## src/rtl/halfbit_quant_pkg.sv

```systemverilog
// Shared types and decode helpers for the 1.5-bit quantizer control.
package halfbit_quant_pkg;

    // Stage code values; 2'b11 is not a member and is never produced.
    typedef enum logic [1:0] {
        QCODE_LOW  = 2'b00,
        QCODE_MID  = 2'b01,
        QCODE_HIGH = 2'b10
    } qcode_t;

    // Reference-select triplet for one residue amplifier path.
    typedef struct packed {
        logic x;   // subtract Vref
        logic y;   // add Vref
        logic z;   // no reference
    } qsel_t;

    // Map a stage code onto its one-hot select triplet.
    function automatic qsel_t code_to_sel(input qcode_t c);
        qsel_t s;
        s = '{x: 1'b0, y: 1'b0, z: 1'b0};
        case (c)
            QCODE_HIGH: s.x = 1'b1;
            QCODE_LOW:  s.y = 1'b1;
            default:    s.z = 1'b1;
        endcase
        return s;
    endfunction

endpackage

```

## src/rtl/halfbit_quant_stretch.sv

```systemverilog
// Pulse stretcher for the two comparator decisions.
// Captures the active-high decisions at the end of each evaluate half and
// holds them for a full period until the next evaluation. Also emits a
// one-cycle "fresh" strobe tagged with the owning path index.
// Assumes cmp_eval is high for exactly the cycles in which the comparator
// outputs are valid; other cycles carry the comparator reset state.
module halfbit_quant_stretch #(
    parameter int PATH_W = 1
) (
    input  logic              clk,
    input  logic              rst_n,
    input  logic              eval_i,
    input  logic [PATH_W-1:0] path_i,
    input  logic              above_hi_i,
    input  logic              above_lo_i,
    output logic              hold_hi_o,
    output logic              hold_lo_o,
    output logic              fresh_o,
    output logic [PATH_W-1:0] fresh_path_o
);

    // Hold the decision pair; reset value decodes to the mid code.
    always_ff @(posedge clk) begin
        if (!rst_n) begin
            hold_hi_o <= 1'b0;
            hold_lo_o <= 1'b1;
        end else if (eval_i) begin
            hold_hi_o <= above_hi_i;
            hold_lo_o <= above_lo_i;
        end
    end

    // Flag a newly captured decision and remember which path owns it.
    always_ff @(posedge clk) begin
        if (!rst_n) begin
            fresh_o      <= 1'b0;
            fresh_path_o <= '0;
        end else begin
            fresh_o <= eval_i;
            if (eval_i) begin
                fresh_path_o <= path_i;
            end
        end
    end

endmodule

```

## src/rtl/halfbit_quant_decode.sv

```systemverilog
// Combinational thermometer-to-code decoder for two comparator levels.
// Assumes active-high "above threshold" inputs. The contradictory pair
// (above the upper threshold yet below the lower) is flagged and mapped
// to the mid code so that the residue path stays in range.
module halfbit_quant_decode
    import halfbit_quant_pkg::*;
(
    input  logic   above_hi_i,
    input  logic   above_lo_i,
    output qcode_t code_o,
    output logic   err_o
);

    // Translate the held decision pair into a legal stage code.
    always_comb begin
        err_o = 1'b0;
        unique case ({above_hi_i, above_lo_i})
            2'b11:   code_o = QCODE_HIGH;
            2'b01:   code_o = QCODE_MID;
            2'b00:   code_o = QCODE_LOW;
            default: begin
                code_o = QCODE_MID;
                err_o  = 1'b1;
            end
        endcase
    end

endmodule

```

## src/rtl/halfbit_quant_path_bank.sv

```systemverilog
// Per-path held code and reference-select triplet.
// Each path register loads only when a fresh decision tagged with its own
// index arrives; all other paths keep their held state. Assumes at most
// one fresh decision per cycle.
module halfbit_quant_path_bank
    import halfbit_quant_pkg::*;
#(
    parameter int NUM_PATHS = 2,
    parameter int PATH_W    = 1
) (
    input  logic                   clk,
    input  logic                   rst_n,
    input  logic                   fresh_i,
    input  logic [PATH_W-1:0]      fresh_path_i,
    input  qcode_t                 code_i,
    output logic [2*NUM_PATHS-1:0] path_code_o,
    output logic [NUM_PATHS-1:0]   sel_x_o,
    output logic [NUM_PATHS-1:0]   sel_y_o,
    output logic [NUM_PATHS-1:0]   sel_z_o
);

    for (genvar p = 0; p < NUM_PATHS; p++) begin : g_path
        qcode_t code_q;
        qsel_t  sel_q;
        logic   load;

        // Decide whether this path owns the fresh decision.
        always_comb load = fresh_i && (fresh_path_i == PATH_W'(p));

        // Hold this path's code and triplet between its own updates.
        always_ff @(posedge clk) begin
            if (!rst_n) begin
                code_q <= QCODE_MID;
                sel_q  <= code_to_sel(QCODE_MID);
            end else if (load) begin
                code_q <= code_i;
                sel_q  <= code_to_sel(code_i);
            end
        end

        // Drive this path's slice of the flat outputs.
        always_comb begin
            path_code_o[2*p +: 2] = code_q;
            sel_x_o[p]            = sel_q.x;
            sel_y_o[p]            = sel_q.y;
            sel_z_o[p]            = sel_q.z;
        end
    end

endmodule

```

## src/rtl/halfbit_quant_ctrl.sv

```systemverilog
// Top of the shared 1.5-bit quantizer control.
// Stretches the half-period comparator decisions, decodes the stage code
// and keeps one code plus one-hot reference-select triplet per interleaved
// sampling path. Comparator outputs are active-low (high in their reset half).
module halfbit_quant_ctrl
    import halfbit_quant_pkg::*;
#(
    parameter int NUM_PATHS = 2,
    localparam int PATH_W   = (NUM_PATHS > 1) ? $clog2(NUM_PATHS) : 1
) (
    input  logic                   clk,
    input  logic                   rst_n,
    input  logic                   cmp_eval,
    input  logic [PATH_W-1:0]      cmp_path,
    input  logic                   cmp_hi_n,
    input  logic                   cmp_lo_n,
    output logic [1:0]             code,
    output logic                   code_err,
    output logic [2*NUM_PATHS-1:0] path_code,
    output logic [NUM_PATHS-1:0]   sel_x,
    output logic [NUM_PATHS-1:0]   sel_y,
    output logic [NUM_PATHS-1:0]   sel_z
);

    logic              above_hi;
    logic              above_lo;
    logic              hold_hi;
    logic              hold_lo;
    logic              fresh;
    logic [PATH_W-1:0] fresh_path;
    qcode_t            held_code;

    // Convert the active-low comparator outputs into "above" levels.
    always_comb begin
        above_hi = ~cmp_hi_n;
        above_lo = ~cmp_lo_n;
    end

    halfbit_quant_stretch #(
        .PATH_W (PATH_W)
    ) stretch_i (
        .clk          (clk),
        .rst_n        (rst_n),
        .eval_i       (cmp_eval),
        .path_i       (cmp_path),
        .above_hi_i   (above_hi),
        .above_lo_i   (above_lo),
        .hold_hi_o    (hold_hi),
        .hold_lo_o    (hold_lo),
        .fresh_o      (fresh),
        .fresh_path_o (fresh_path)
    );

    halfbit_quant_decode decode_i (
        .above_hi_i (hold_hi),
        .above_lo_i (hold_lo),
        .code_o     (held_code),
        .err_o      (code_err)
    );

    halfbit_quant_path_bank #(
        .NUM_PATHS (NUM_PATHS),
        .PATH_W    (PATH_W)
    ) bank_i (
        .clk          (clk),
        .rst_n        (rst_n),
        .fresh_i      (fresh),
        .fresh_path_i (fresh_path),
        .code_i       (held_code),
        .path_code_o  (path_code),
        .sel_x_o      (sel_x),
        .sel_y_o      (sel_y),
        .sel_z_o      (sel_z)
    );

    // Expose the shared held code.
    always_comb code = held_code;

endmodule

```

## config.mk

```make
export PLATFORM = sky130hd
export DESIGN_NAME = halfbit_quant_ctrl
export DESIGN_NICKNAME = d
export VERILOG_FILES = /design/src/rtl/halfbit_quant_pkg.sv /design/src/rtl/halfbit_quant_stretch.sv /design/src/rtl/halfbit_quant_decode.sv /design/src/rtl/halfbit_quant_path_bank.sv /design/src/rtl/halfbit_quant_ctrl.sv
export SDC_FILE = /design/constraint.sdc
export NUM_CORES = 1
export LEC_CHECK = 0
export BUFFER_PORTS_ARGS = -buffer_cell sky130_fd_sc_hd__buf_2
export CAP_MARGIN = 10
export CORE_AREA = 10 10 47 49
export CTS_CLUSTER_DIAMETER = 40
export DETAILED_ROUTE_END_ITERATION = 8
export DIE_AREA = 0 0 57 59
export PLACE_DENSITY = 0.67
export SLEW_MARGIN = 20
export SYNTH_ARGS = -nofsm -noshare
export SYNTH_HDL_FRONTEND = slang
export SYNTH_HIERARCHICAL = 1
export SYNTH_SLANG_ARGS = --single-unit
```

## constraint.sdc

```tcl
create_clock -name clk -period 3.3 [get_ports clk]
set_input_delay 0.33 -clock clk [delete_from_list [all_inputs] [get_ports clk]]
set_output_delay 0.33 -clock clk [all_outputs]
set_load 0.02 [all_outputs]
```

==> reports/metrics.csv <==
metric,value,unit
pin count of the biggest net entering global routing,13,
Die Footprint,0.003363,sq mm
die span in y,59,um
Max-cap violations,0,
PwrDens,481.8,mW/mm^2
DRC,0,
min Tclk post-route,1.544,ns
drt first pass iters,3,
Worst setup endpoint,code[0],
vias in the first global route,431,
Synth Cell Area,563.0,sq um
syn_nets,63,
worst slew pin tran,0.1852,ns
Post-CTS Setup Repair Bufs,0,
RR Endpoint,bank_i/sel_x_o[1],
Post-synth EDFFs,0,
layout cell share with drive strength beyond 1,37.66,%
layout filler cell count,150,
initial antenna violation count,0,
overall routing resource usage,6.522,%
Slew headroom,87.64,%
Async SR Flop Fraction,0,%
Yosys reg bits,14,
placer congestion estimate,0.7013,
worst vdd ir,0.2457,mV
site row count,14,
synth warn,6,
Setup TNS Final,0,ns
crit start category,flip-flop,
Max Fclk,647.8,MHz
maximum clock insertion buffer count,2,
"Net count, final",86,
top_reg_cell synth,dfxtp_1,
ant diodes,0,
syn avg cell area,10.24,sq um
vias per cell,4.602,
Crit path top cell by count,inv_1,
Required @ worst endpoint,2.97,ns
endpoints failing setup,0,
Die W,57,um
Total Wirelength,1.043,mm
Initial Utilization,40.18,%
sequential fraction of the synthesis area,49.78,%
CP Class,flip-flop to output port,
Ports,19,
Critical Path End Type,output port,
R2R Path Start,stretch_i/hold_lo_o,
final period utilization,46.78,%
cts repair resizes,0,
status,finished clean,
HP Class,primary input to flip-flop,
Clock Skew,0.008190,ns
Cell variety after synth,17,
register area,280.3,sq um
clock latency on the worst-skew pair,0.28,ns
"Critical Path, Cell by Cell","inv_1, ha_1, inv_1, buf_2",
"commonest non-fill, non-tap cell in the layout",buf_2,
CTS H-Tree Depth,1,
leakage,0.3528,nW
average routed wire per standard cell,11.22,um
CTS Hold Buffers Added,0,
Worst-path clk slew,0.08,ns
worst-path fanout max,4,
final total power,0.0003418,W
Final Hold Fails,0,
most frequent cells in the layout,"18 x buf_2, 14 x dfxtp_1, 8 x nand2_1, 5 x inv_1, 5 x mux2i_1",
Area Overhead vs Synth,26.00,%
Critical Path AT,1.21,ns
RSZ-0062 raised after global routing,no,
r2r setup slk,2.07,ns
placeable core region,0.001401,sq mm
beginning of the critical path,stretch_i/hold_lo_o,
CP max stage cell,dfxtp_1,
post-route ant nets,0,
Cells after Synth,55,
grt total ovfl,0,
IO Port Bufs,18,
post-DP HPWL,842.9,um
Max stage delay on crit path,0.35,ns
Worst Reg2Reg Path Length in Cells,6,
Pins Over Slew Limit,0,
root buffer cell,clkbuf_4,
first-pass GRT wire length,1.794,mm
cts bufs inserted,3,
area of the multi-input gates,264.0,sq um
CTS sink count,14,
Iteration-0 DRC Markers,1,
CTS tree,built,
Vias,428,
[stage by stage]
stage               worst slack, ns  utilization (%)  hold slack, ns  area [sq um]  std cells
global route                  1.661            50.63          0.3103         709.4         93
CTS                           1.737            50.63          0.3074         709.4         93
global placement              2.083            48.04          0.4275         673.1         89
floorplan                     2.004                -          0.3919         563.0         55
detailed placement            2.051            48.04          0.4353         673.1         89
finish                        1.756            50.63          0.3079         709.4         93
[power by group]
| part | internal [W] | switching, W | leakage, nW |
|---|---|---|---|
| clock | 0.0000671 | 0.0000545 | 0.0210 |
| combinational | 0.0000172 | 0.0000232 | 0.217 |
| sequential | 0.000175 | 0.00000450 | 0.114 |
[cell usage after synthesis, types with 2 or more instances]
master    instances  share of area (%)
ha_1              2                4.4
inv_1             5                3.3
dfxtp_1          14                 50
mux2i_1           5                8.9
nand2_1           8                5.3
o21ai_1           2                1.8
a21boi_2          3                6.0
a21o_1            4                5.3
nor2b_1           4                4.4
[worst max-delay path, delay by kind of cell, from the launching register on]
family | cells | cell delay, ns
DFF | 1 | 0.35
adders and majority gates | 1 | 0.26
buffers and inverters | 3 | 0.33
[how the worst min path moves through the flow]
stage / start / to / slack [ns] / cells after the start
final: rst_n / stretch_i/hold_lo_o / 0.31 / 2
after global routing: cmp_path / stretch_i/fresh_path_o / 0.31 / 3
after CTS: rst_n / stretch_i/hold_lo_o / 0.31 / 2
after detailed placement: bank_i/sel_z_o[1] / bank_i/sel_z_o[1] / 0.44 / 1
after global placement: bank_i/g_path[1].code_q[0] / bank_i/g_path[1].code_q[0] / 0.43 / 1
after floorplan: rst_n / stretch_i/hold_lo_o / 0.39 / 1
[state kept, by name, indices dropped and copies added, names as in the netlist]
register and flops:
stretch_i/fresh_o 1, bank_i/sel_y_o 2, stretch_i/hold_hi_o 1, bank_i/g_path.code_q 4, stretch_i/hold_lo_o 1, bank_i/sel_z_o 2, bank_i/sel_x_o 2, stretch_i/fresh_path_o 1
[area by class of cell]
class | instances | share of cell area [%]
multi-input cells | 36 | 37.21
clock buffers | 4 | 5.115
well taps | 16 | 2.822
inverters | 5 | 2.646
flip-flops and latches | 14 | 39.51
repair buffers | 18 | 12.70
[layer usage]
metal	track usage (%)	wire, um
met4	3.020	19
met1	7.367	484
met2	9.922	443
met5	0	0
met3	3.433	96
[logic make-up after synthesis]
family / synth area share, %
simple gates: 19.11
flops: 49.78
compound gates: 14.44
buf+inv: 3.334
mux: 8.889
fa+ha+maj: 4.444
(Power assumes the default switching activity.)
